**config.mk**
```make
export PLATFORM = sky130hd
export DESIGN_NAME = trig_pulse_port
export DESIGN_NICKNAME = d
export VERILOG_FILES = /design/src/rtl/trig_pulse_pkg.sv /design/src/rtl/trig_pulse_sel.sv /design/src/rtl/trig_pulse_regs.sv /design/src/rtl/trig_pulse_xfer.sv /design/src/rtl/trig_pulse_port.sv
export SDC_FILE = /design/constraint.sdc
export NUM_CORES = 1
export LEC_CHECK = 0
export BUFFER_PORTS_ARGS = -buffer_cell sky130_fd_sc_hd__buf_2
export CORE_UTILIZATION = 45
export CTS_BUF_LIST = sky130_fd_sc_hd__clkbuf_8
export DETAILED_ROUTE_END_ITERATION = 7
export GPL_TIMING_DRIVEN = 1
export HOLD_SLACK_MARGIN = 0.1
export PLACE_DENSITY = 0.65
export SLEW_MARGIN = 20
export SYNTH_ARGS = -nofsm -noshare
export SYNTH_HDL_FRONTEND = slang
export SYNTH_SLANG_ARGS = --single-unit
```
**constraint.sdc**
```tcl
create_clock -name clk -period 4.3 [get_ports clk]
set_input_delay 0.43 -clock clk [delete_from_list [all_inputs] [get_ports clk]]
set_output_delay 0.43 -clock clk [all_outputs]
set_load 0.02 [all_outputs]
```
**src/rtl/trig_pulse_pkg.sv**
```systemverilog
package trig_pulse_pkg;

    localparam int ADDR_W = 3;

    typedef enum logic [ADDR_W-1:0] {
        A_LEVEL = 3'd0,
        A_STAGE = 3'd1,
        A_MASK  = 3'd2,
        A_DIR   = 3'd3,
        A_CTRL  = 3'd4,
        A_STAT  = 3'd5
    } reg_addr_e;

    function automatic logic hits(input logic en, input logic [ADDR_W-1:0] addr,
                                  input reg_addr_e target);
        return en && (addr == target);
    endfunction

endpackage

```
**src/rtl/trig_pulse_sel.sv**
```systemverilog
module trig_pulse_sel #(
    parameter int NUM_TRIG = 4,
    parameter int SEL_W    = 2
) (
    input  logic [NUM_TRIG-1:0] strobe,
    input  logic [SEL_W-1:0]    sel,
    output logic                trig
);
    logic [NUM_TRIG-1:0] hit;

    for (genvar g = 0; g < NUM_TRIG; g++) begin : g_dec
        assign hit[g] = strobe[g] && (sel == SEL_W'(g));
    end

    assign trig = |hit;
endmodule

```
**src/rtl/trig_pulse_regs.sv**
```systemverilog
module trig_pulse_regs
    import trig_pulse_pkg::*;
#(
    parameter int WIDTH = 8,
    parameter int SEL_W = 2
) (
    input  logic              clk,
    input  logic              rst,
    input  logic              wr_en,
    input  logic [ADDR_W-1:0] wr_addr,
    input  logic [WIDTH-1:0]  wr_data,
    input  logic              trig,
    output logic [WIDTH-1:0]  stage_q,
    output logic [WIDTH-1:0]  mask_q,
    output logic [WIDTH-1:0]  dir_q,
    output logic [SEL_W-1:0]  sel_q,
    output logic              irq_en_q,
    output logic              flag_q
);
    logic wr_stage, wr_mask, wr_dir, wr_ctrl, wr_stat;

    assign wr_stage = hits(wr_en, wr_addr, A_STAGE);
    assign wr_mask  = hits(wr_en, wr_addr, A_MASK);
    assign wr_dir   = hits(wr_en, wr_addr, A_DIR);
    assign wr_ctrl  = hits(wr_en, wr_addr, A_CTRL);
    assign wr_stat  = hits(wr_en, wr_addr, A_STAT);

    always_ff @(posedge clk) begin
        if (rst) begin
            stage_q  <= '0;
            mask_q   <= '0;
            dir_q    <= '0;
            sel_q    <= '0;
            irq_en_q <= 1'b0;
        end else begin
            if (wr_stage) stage_q <= wr_data;
            if (wr_mask)  mask_q  <= wr_data;
            if (wr_dir)   dir_q   <= wr_data;
            if (wr_ctrl) begin
                sel_q    <= wr_data[SEL_W-1:0];
                irq_en_q <= wr_data[SEL_W];
            end
        end
    end

    // Event flag: set by trigger, cleared by write-one; set wins.
    always_ff @(posedge clk) begin
        if (rst)                      flag_q <= 1'b0;
        else if (trig)                flag_q <= 1'b1;
        else if (wr_stat && wr_data[0]) flag_q <= 1'b0;
    end
endmodule

```
**src/rtl/trig_pulse_xfer.sv**
```systemverilog
module trig_pulse_xfer #(
    parameter int WIDTH = 8
) (
    input  logic             clk,
    input  logic             rst,
    input  logic             host_ld,
    input  logic [WIDTH-1:0] host_data,
    input  logic             trig,
    input  logic [WIDTH-1:0] stage_q,
    input  logic [WIDTH-1:0] mask_q,
    output logic [WIDTH-1:0] level_q
);
    for (genvar b = 0; b < WIDTH; b++) begin : g_bit
        always_ff @(posedge clk) begin
            if (rst)                     level_q[b] <= 1'b0;
            else if (trig && mask_q[b])  level_q[b] <= stage_q[b];
            else if (host_ld)            level_q[b] <= host_data[b];
        end
    end
endmodule

```
**src/rtl/trig_pulse_port.sv**
```systemverilog
module trig_pulse_port
    import trig_pulse_pkg::*;
#(
    parameter int WIDTH    = 8,
    parameter int NUM_TRIG = 4
) (
    input  logic                clk,
    input  logic                rst,
    input  logic                wr_en,
    input  logic [2:0]          wr_addr,
    input  logic [WIDTH-1:0]    wr_data,
    input  logic [2:0]          rd_addr,
    output logic [WIDTH-1:0]    rd_data,
    input  logic [NUM_TRIG-1:0] cmp_strobe,
    output logic [WIDTH-1:0]    pin_out,
    output logic [WIDTH-1:0]    pin_oe,
    output logic                irq
);
    localparam int SEL_W = (NUM_TRIG > 1) ? $clog2(NUM_TRIG) : 1;

    logic [WIDTH-1:0] stage_q, mask_q, dir_q, level_q;
    logic [SEL_W-1:0] sel_q;
    logic             irq_en_q, flag_q, trig;

    trig_pulse_sel #(.NUM_TRIG(NUM_TRIG), .SEL_W(SEL_W)) u_sel (
        .strobe (cmp_strobe),
        .sel    (sel_q),
        .trig   (trig)
    );

    trig_pulse_regs #(.WIDTH(WIDTH), .SEL_W(SEL_W)) u_regs (
        .clk      (clk),
        .rst      (rst),
        .wr_en    (wr_en),
        .wr_addr  (wr_addr),
        .wr_data  (wr_data),
        .trig     (trig),
        .stage_q  (stage_q),
        .mask_q   (mask_q),
        .dir_q    (dir_q),
        .sel_q    (sel_q),
        .irq_en_q (irq_en_q),
        .flag_q   (flag_q)
    );

    trig_pulse_xfer #(.WIDTH(WIDTH)) u_xfer (
        .clk       (clk),
        .rst       (rst),
        .host_ld   (hits(wr_en, wr_addr, A_LEVEL)),
        .host_data (wr_data),
        .trig      (trig),
        .stage_q   (stage_q),
        .mask_q    (mask_q),
        .level_q   (level_q)
    );

    assign pin_out = level_q;
    assign pin_oe  = dir_q & mask_q;
    assign irq     = flag_q & irq_en_q;

    always_comb begin
        case (rd_addr)
            A_LEVEL: rd_data = level_q;
            A_STAGE: rd_data = stage_q;
            A_MASK:  rd_data = mask_q;
            A_DIR:   rd_data = dir_q;
            A_CTRL:  rd_data = WIDTH'({irq_en_q, sel_q});
            A_STAT:  rd_data = WIDTH'(flag_q);
            default: rd_data = '0;
        endcase
    end
endmodule

```
# == Word-level counts from Yosys, hierarchy flattened ==
# Index checks and enable logic that the tools add are counted.
# classes
bitwise_logic,2
reduce_logical,32
mux,19
eq_ne,13
# op_table
op,count
$pmux 8 s6,1
$logic_and 1x1->1,19
$mux 1,18
$reduce_bool 2->1,9
$eq 3x2->1 const B,4
$eq 3x3->1 const B,4
$and 8x8->8,1
$eq 3x1->1 const B,2
$logic_not 3->1,2
$eq 2x2->1 const B,2
$reduce_or 4->1,1
$eq 2x1->1 const B,1
$logic_not 2->1,1
$and 1x1->1,1
# word_totals
elab_cells,80
output_inout_bits,25
in_bits,21
reg_bits,36

# == Logic depth before layout (Yosys ltp) ==
# Gate-level depths: netlist (run 1).
# depth
word_depth,5
ltp_mapped,4

# == Cells and area by module ==
# From an unflattened synthesis (run 1), not the netlist that was laid out.
# hier_totals
hier_cells,190
hier_area_um2,2080.7
# modules_own_cells
module,cells_each,instances,area_each_um2
trig_pulse_regs,106,1,1182.4
trig_pulse_xfer,43,1,444.2
trig_pulse_port,40,1,431.7
trig_pulse_sel,1,1,22.5

# == Worst setup path after synthesis (run 1) ==
# OpenSTA, ideal clock, no wires.
# synth_timing
path_type,input to output
from,input port rd_addr[1]
to,output port rd_data[3]
slack_ns,2.501
required_ns,3.870
path_stages,3
t_arrival_ns,1.369
cell_sequence,buf_2 -> mux4_2 -> nor2b_1
# synth_via
elab_chain_len,2
elab_cells_between_ends,7
cone_classes,eq/ne (5); mux (1); reduce/logical (1)
# synth_rtl
item,line_no,rtl
start: declaration,trig_pulse_port.sv:12,"input logic [2:0] rd_addr,"
$eq 3x3->1 (tied with other cells),trig_pulse_port.sv:62,case (rd_addr)
$pmux 8 s6 (*),trig_pulse_port.sv:62,
end: declaration,trig_pulse_port.sv:13,"output logic [WIDTH-1:0] rd_data,"
# Mark *: on every way between the ends. The rest lies on a longest branch, timed or not.

# == Worst setup path in the final report (run 1) ==
# layout_timing
from,input port rd_addr[2]
to,output port rd_data[0]
# The elaborated chain is that of the path after synthesis.

==> impl_metrics.tcl, run 1 <==
set metrics [dict create \
    drc_errors 0 \
    yosysMostFrequentCell "dfxtp_1" \
    grt_pass1_wl_um 7080 \
    fin_crit_sh_pct 49.1 \
    num_rows 23 \
    area_growth_pct 18.9 \
    grt_max_degree 37 \
    cts_resized 0 \
    die_y_um 66.4 \
    syn-cell-area_um2 1870 \
    timing.fmax_mhz 474 \
    setup_viol 0 \
    core_region_area_um2 4000 \
    min_from "wr_data[3]" \
    max_cap_viol_count 0 \
    reg2reg_depth 2 \
    synth_cell_types 26 \
    routed_wl_um 4270 \
    ff_latch_area_um2 721 \
    yosysTopAreaCell "dfxtp_1" \
    antenna_cells 0 \
    drv_slew 0 \
    start_kind "input port" \
    slew_headroom_pct 50.2 \
    cts_tree "yes" \
    overflow 0 \
    holdBufCountCts 0 \
    skew_ns 0.00581 \
    portBuffers 45 \
    synth.top_cell.area_share_pct 38.6 \
    viasPerCell 5.33 \
    synth.cells.most_frequent "dfxtp_1 (36), mux2i_1 (30), nand2_1 (28)" \
    synth_nets 208 \
    gp_congestion 0.727 \
    path_class "input port to output pin" \
    cellPowerDensity_nw_per_um2 302 \
    grt_pass1_vias 1404 \
    path_clk_slew_ns 0.07 \
    period_needed_ns 2.11 \
    die_width_um 66.4 \
    finalHoldViolCount 0 \
    dr.pass1.iters 4 \
    netlist_instances 187 \
    drt_iter0_drc 113 \
    vdd_drop_max_mv 0.203 \
    cp_common_cell "buf_2" \
    wl_per_cell_um 15.2 \
    slowest_stage "mux4_1" \
    cts_buffer_depth 2 \
    place_hpwl_um 2800 \
    synth_edf_count 0 \
    cp_slowest_stage_delay_ns 0.58 \
    dp_worst_setup_slack_ns 2.19 \
    cp.arrival_ns 1.68 \
    status "completed" \
    p_leak_nw 0.876 \
    rsz0062_at_grt "false" \
    cp-end-kind "output pin" \
    initial_core_util_pct 46.7 \
    ys_ff_latch 36 \
    dieArea_um2 4410 \
    setup_tns_ns 0 \
    postRouteAntennaNets 0 \
    netlist_top_cells_area "dfxtp_1 (39%), mux2i_1 (16%), mux4_2 (8.4%)" \
    via_count 1497 \
    nNetsFinal 251 \
    drive_gt1_share_pct 32.0 \
    cp_max_fo 12 \
    multi_input_area_um2 1090 \
    cts.repair_timing.setup_buffer_count 0 \
    worst-path-stages 4 \
    cts_buffers 5 \
    worst_pin_slew_ns 0.747 \
    cts_root_buf "clkbuf_8" \
    whs_path_depth 3 \
    clk_latency_ns 0.29 \
    grt_use_total_pct 22.4 \
    yosysSeqAreaShare_pct 38.6 \
    ys.flop_type "dfxtp_1" \
    crit_buf_inv 2 \
    hp-class "input port to flip-flop" \
    r2r-start "u_regs.sel_q[0]" \
    cp.required_ns 3.87 \
    worstSetupStartpoint "rd_addr[2]" \
    num-fill-cells 371 \
    hold_slack_ns 0.413 \
    crit_chain "buf_2 -> mux4_1 -> mux2_2 -> buf_2" \
    synthArstFlopShare_pct 0 \
    cts_sinks 36 \
    antenna_found_initial 0 \
    syn_area_per_cell_um2 9.99 \
    ios 46 \
    htreeDepth 2 \
    ys_warn_count 0 \
    critPathTopFamily "multiplexers" \
    setup_ws_ns 2.19 \
]
[stage by stage]
stage / area, um2 / utilization [%] / cells / total power (W)
6_report: 2220 / 55.5 / 281 / 0.000671
3_3_place_gp: 2130 / 53.3 / 273 / 0.000439
5_1_grt: 2220 / 55.5 / 281 / 0.000706
2_1_floorplan: 1870 / - / 187 / 0.000409
4_1_cts: 2220 / 55.5 / 281 / 0.000683
3_5_place_dp: 2130 / 53.3 / 273 / 0.000440
[state kept, by name (all words and copies together) (netlist names)]
register,flops
u_regs.mask_q,8
u_regs.stage_q,8
u_regs.dir_q,8
u_regs.irq_en_q,1
u_xfer.level_q,8
u_regs.sel_q,2
u_regs.flag_q,1
[where the power goes]
| part | internal (W) | switching (W) |
|---|---|---|
| Combinational | 0.0000341 | 0.0000480 |
| Clock | 0.000126 | 0.000114 |
| Sequential | 0.000342 | 0.00000703 |
[worst reg2reg max path, stage by stage, from the launching register on]
cell	delay [ns]
dfxtp_1	0.39
mux4_2	0.75
a221oi_2	0.33
[path summary, 6_finish.rpt]
kind | end | slack [ns]
worst max-delay path | rd_data[0] | 2.19
worst min-delay path | u_regs.dir_q[3] | 0.41
worst max register to register | u_xfer.level_q[3] | 2.73
worst min register to register | u_regs.dir_q[4] | 0.46
[kinds of logic after synthesis]
family,Yosys count,share of synthesized area [%]
mux,39,26.5
flops,36,38.6
simple gates,76,20.6
compound gates,22,10.7
buf+inv,14,3.62
[cell usage in the layout, fill, tap and decap left out]
cell and count:
and4b_1 1, nor2b_1 13, a21oi_1 9, clkbuf_8 6, o31ai_1 1, mux4_2 7
dfxtp_1 36, o22ai_1 1, mux2_2 1, nand4b_1 1, nor2_1 20, mux4_1 1
buf_4 3, o32ai_1 1, nor4bb_2 2, mux2i_1 30, inv_1 4, buf_2 45
o21ai_0 1, nand2_1 28, o21a_1 1, and4bb_2 1, nor4b_2 1, and2_1 9
a221oi_2 8
[cell type report]
| class | instances | share of cell area (%) |
|---|---|---|
| Clock buffer | 6 | 3.72 |
| Inverter | 2 | 0.338 |
| Tap cell | 50 | 2.82 |
| Sequential cell | 36 | 32.5 |
| Clock inverter | 2 | 0.338 |
| Multi-Input combinational cell | 137 | 49.2 |
| Timing Repair Buffer | 48 | 11.2 |
[per-layer routing]
metal | vias to the layer above | routed length, um | track usage (%)
met5 | - | 0 | 0
met4 | 0 | 49 | 7.18
met3 | 4 | 150 | 4.66
met2 | 28 | 2050 | 36.6
met1 | 718 | 2020 | 29.3
li1 | 747 | - | -
No activity file was read; power rests on OpenSTA's default activity.
==> run 2: changes to the inputs <==
PLACE_DENSITY = 0.68   (was 0.65)
clock period = 1.85 ns   (was 4.3 ns; I/O delays follow)
==> run 2 against run 1 <==
  * Clock skew up 0.0018 ns
  * Critical path depth down 1
  * Critical endpoint unchanged
  * Worst setup slack worse by 2.0 ns
==> impl_metrics.tcl, run 2 (same netlist as run 1, synthesis figures left out) <==
set metrics [dict create \
    status "completed" \
    portBuffers 45 \
    pwr-share-seq_pct 53.9 \
    cp.required_ns 1.66 \
    cts_sinks 36 \
    clk_latency_ns 0.28 \
    max_cap_viol_count 0 \
    vdd_drop_max_mv 0.351 \
    design_area_um2 2220 \
    setup_viol 0 \
    holdBufCountCts 0 \
    place_hpwl_um 2840 \
    cts_tree "yes" \
    via_count 1510 \
    area_growth_pct 18.6 \
    postRouteAntennaNets 0 \
    gp_congestion 0.747 \
    cts_root_buf "clkbuf_8" \
    combPwrFrac_pct 12.9 \
    path_clk_slew_ns 0.07 \
    cts_resized 0 \
    drt_iter0_drc 85 \
    cp_max_fo 3 \
    num_rows 23 \
    crit_chain "mux4_1 -> mux2_2 -> buf_2" \
    grt_use_total_pct 21.5 \
    grt_pass1_vias 1455 \
    finalHoldViolCount 0 \
    die_y_um 66.4 \
    worst_pin_slew_ns 0.741 \
    p_leak_nw 0.872 \
    slew_headroom_pct 50.6 \
    p_clk_share_pct 33.3 \
    routed_wl_um 4210 \
    drv_slew 0 \
    setup_tns_ns 0 \
    fin_crit_sh_pct 92.3 \
    overflow 0 \
    antenna_cells 0 \
    viasPerCell 5.37 \
    initial_core_util_pct 46.7 \
    timing.fmax_mhz 586 \
    reg2reg_depth 3 \
    whs_path_depth 3 \
    core_region_area_um2 4000 \
    final_common_cell "buf_2" \
    hp-class "input port to flip-flop" \
    grt_pass1_wl_um 6950 \
    cts_buffer_depth 2 \
    placed_area_um2 2140 \
    dr.pass1.iters 4 \
    cts.repair_timing.setup_buffer_count 0 \
    cellPowerDensity_nw_per_um2 680 \
    grt_max_degree 37 \
    crit_buf_inv 1 \
    p_int_w 0.00113 \
    rsz0062_at_grt "false" \
    die_width_um 66.4 \
    cts_buffers 5 \
    num-fill-cells 372 \
    worst-path-stages 3 \
    wl_per_cell_um 15.0 \
    dieArea_um2 4410 \
    swShare_pct 25.2 \
    nNetsFinal 252 \
    htreeDepth 2 \
    start_kind "flip-flop" \
    path_class "flip-flop to output pin" \
    drive_gt1_share_pct 32.5 \
    skew_ns 0.00764 \
    drc_errors 0 \
    period_needed_ns 1.71 \
    cp.arrival_ns 1.52 \
    mostFrequentLayoutCells "buf_2 (45), dfxtp_1 (36), mux2i_1 (30)" \
    p_switching_w 0.000380 \
    cp_slowest_stage_delay_ns 0.50 \
    ios 46 \
    antenna_found_initial 0 \
    slowest_stage "mux4_1" \
    critPathTopFamily "multiplexers" \
    cp-end-kind "output pin" \
]
==> run 2: final timing paths <==
kind	slack (ns)	endpoint	start
min	0.17	u_regs.dir_q[4]	wr_data[4]
min reg2reg	0.47	u_regs.dir_q[2]	u_regs.dir_q[2]
max reg2reg	0.34	u_xfer.level_q[6]	u_regs.sel_q[0]
max	0.14	rd_data[0]	u_regs.sel_q[0]
==> run 2: metrics by stage <==
| step | utilization, % | cells | setup WS (ns) | hold WS (ns) | power, W |
|---|---|---|---|---|---|
| floorplan | - | 187 | 0.469 | 0.321 | 0.000951 |
| global placement | 53.5 | 274 | 0.293 | 0.457 | 0.00102 |
| detailed placement | 53.5 | 274 | 0.293 | 0.464 | 0.00102 |
| CTS | 55.4 | 281 | 0.123 | 0.169 | 0.00153 |
| global route | 55.4 | 281 | 0.0876 | 0.172 | 0.00158 |
| finish | 55.4 | 281 | 0.142 | 0.174 | 0.00151 |
==> run 2: final cells by class <==
cell class	instances	area, um2	share of cell area [%]
clock buffer	5	68.8	3.11
clock inverter	2	8.76	0.395
inverter	2	7.51	0.339
multi-input combinational	137	1090	49.3
sequential	36	721	32.5
tap	50	62.6	2.82
timing repair buffer	49	255	11.5
==> run 2: worst min-delay path: cells and delay by family <==
| family | cells | cell delay [ns] |
|---|---|---|
| AOI/OAI and AO/OA | 1 | 0.05 |
| buffers and inverters | 1 | 0.12 |
| and+or+nand+nor | 1 | 0.05 |
==> run 2: power groups by stage <==
stage,Sequential (W),Clock [W],Combinational [W]
after floorplan,0.000832,0,0.000119
after global placement,0.000828,0,0.000193
after detailed placement,0.000829,0,0.000196
after CTS,0.000811,0.000518,0.000196
after global routing,0.000814,0.000558,0.000212
final,0.000811,0.000501,0.000194
==> run 2: routing by layer <==
metal	track usage [%]	routed length, um	vias to the layer above
li1	-	-	753
met1	28.1	1910	718
met2	35.7	2080	37
met3	4.31	197	2
met4	6.38	18	0
met5	0	0	-
==> run 3: changes to the inputs <==
CORE_MARGIN = 2   (was not set)
==> run 3 against run 2 <==
  * Worst setup slack worse by 0.029 ns
  * Fmax down 1.7%
  * Via count fell by 2.3%
  * Design area unchanged
  * Cell count is the same
  * Clock power rose by 3%
  * Critical path depth stayed put
  * Global-route usage down 1.8 points
  * Total power increased by 0.98%
  * Register-to-register slack barely moved
  * Critical path type unchanged
  * Highest routed layer unchanged
==> impl_metrics.tcl, run 3 (same netlist as run 1, synthesis figures left out) <==
set metrics [dict create \
    drv_slew 0 \
    cts_tree "yes" \
    combPwrFrac_pct 12.7 \
    cts_buffers 5 \
    die_y_um 68.4 \
    p_switching_w 0.000394 \
    worst-path-stages 3 \
    whs_path_depth 3 \
    r2r-end "u_xfer.level_q[6]" \
    antenna_cells 0 \
    wl_per_cell_um 15.1 \
    skew_ns 0.00442 \
    core_region_area_um2 4000 \
    p_leak_nw 0.872 \
    drc_errors 0 \
    grt_pass1_wl_um 6600 \
    swShare_pct 25.9 \
    place_hpwl_um 2850 \
    postRouteAntennaNets 0 \
    final_common_cell "buf_2" \
    finalHoldViolCount 0 \
    fin_crit_sh_pct 93.9 \
    via_count 1476 \
    p_int_w 0.00113 \
    drive_gt1_share_pct 32.5 \
    initial_core_util_pct 46.7 \
    dp.cells 274 \
    path_class "flip-flop to output pin" \
    cp.arrival_ns 1.55 \
    portBuffers 45 \
    die_width_um 68.4 \
    drt_iter0_drc 74 \
    cts_resized 0 \
    antenna_found_initial 0 \
    crit_buf_inv 1 \
    routed_wl_um 4240 \
    path_clk_slew_ns 0.07 \
    finalPower_w 0.00152 \
    crit_end "rd_data[0]" \
    area_growth_pct 18.6 \
    r2r_setup_slack_ns 0.34 \
    crit_chain "mux4_1 -> mux2_2 -> buf_2" \
    dr.pass1.iters 4 \
    timing.fmax_mhz 576 \
    cellPowerDensity_nw_per_um2 686 \
    cp-end-kind "output pin" \
    reg2reg_depth 2 \
    cts_sinks 36 \
    dieArea_um2 4680 \
    slew_headroom_pct 50.5 \
    setup_ws_ns 0.113 \
    gp_congestion 0.762 \
    grt_use_total_pct 19.8 \
    pwr-share-seq_pct 53.4 \
    cts_root_buf "clkbuf_8" \
    r2r-start "u_regs.sel_q[0]" \
    worstSetupStartpoint "u_regs.sel_q[0]" \
    final-instance-count-excl-fill 281 \
    grt_pass1_vias 1369 \
    cp_slowest_stage_delay_ns 0.51 \
    viasPerCell 5.25 \
    p_clk_share_pct 33.9 \
    critPathTopFamily "multiplexers" \
    htreeDepth 2 \
    cp_max_fo 3 \
    rsz0062_at_grt "false" \
    cp.required_ns 1.66 \
    hold_slack_ns 0.168 \
    num_rows 23 \
    num-fill-cells 367 \
    hp-class "input port to flip-flop" \
    ios 46 \
    start_kind "flip-flop" \
    setup_viol 0 \
    mostFrequentLayoutCells "buf_2 (45), dfxtp_1 (36), mux2i_1 (30)" \
    overflow 0 \
    holdBufCountCts 0 \
    status "completed" \
    worst_pin_slew_ns 0.743 \
    period_needed_ns 1.74 \
    grt_max_degree 37 \
    vdd_drop_max_mv 0.493 \
    nNetsFinal 252 \
    slowest_stage "mux4_1" \
    dp_worst_setup_slack_ns 0.295 \
    cts_buffer_depth 2 \
    max_cap_viol_count 0 \
    setup_tns_ns 0 \
    cts.repair_timing.setup_buffer_count 0 \
    clk_latency_ns 0.29 \
]
-- run 3: cell counts in the layout (fill, tap and decap cells not counted) --
Identical to the previous run, type by type.
-- run 3: per-stage QoR --
stage	instance area (um2)	utilization, %
finish	2220	55.4
CTS	2220	55.4
global route	2220	55.4
global placement	2140	53.5
floorplan	1870	-
detailed placement	2140	53.5
-- run 3: metal layers --
layer / track usage [%] / share of wire [%] / vias to the layer above / routed length (um)
met5: 0 / 0 / - / 0
met4: 8.00 / 0.80 / 0 / 34
met3: 4.61 / 4.2 / 4 / 176
met1: 26.0 / 46 / 691 / 1970
met2: 31.1 / 49 / 32 / 2060
li1: - / - / 749 / -
-- run 3: cell type report --
type	instances	area (um2)	area share, %
clock buffers	5	68.8	3.11
well taps	50	62.6	2.82
clock inverters	2	8.76	0.395
inverters	2	7.51	0.339
multi-input cells	137	1090	49.3
repair buffers	49	255	11.5
flip-flops and latches	36	721	32.5
-- run 3: power by group through the flow --
stage | logic, W | clock network, W | registers (W)
2_1_floorplan | 0.000119 | 0 | 0.000832
3_3_place_gp | 0.000193 | 0 | 0.000828
3_5_place_dp | 0.000194 | 0 | 0.000829
4_1_cts | 0.000195 | 0.000540 | 0.000811
5_1_grt | 0.000209 | 0.000567 | 0.000814
6_report | 0.000193 | 0.000516 | 0.000811
-- run 3: worst register-to-register path, stage by stage, from the launching register on --
cell and delay, ns:
dfxtp_1 0.36, mux4_2 0.74, a221oi_2 0.32
-- run 3: worst min path at each step --
stage / from / to / slack, ns
global route: wr_data[7] / u_regs.dir_q[7] / 0.17
floorplan: wr_data[2] / u_regs.dir_q[2] / 0.32
finish: wr_data[3] / u_regs.dir_q[3] / 0.17
detailed placement: u_regs.dir_q[2] / u_regs.dir_q[2] / 0.46
CTS: wr_data[4] / u_regs.dir_q[4] / 0.16
global placement: u_regs.dir_q[2] / u_regs.dir_q[2] / 0.45
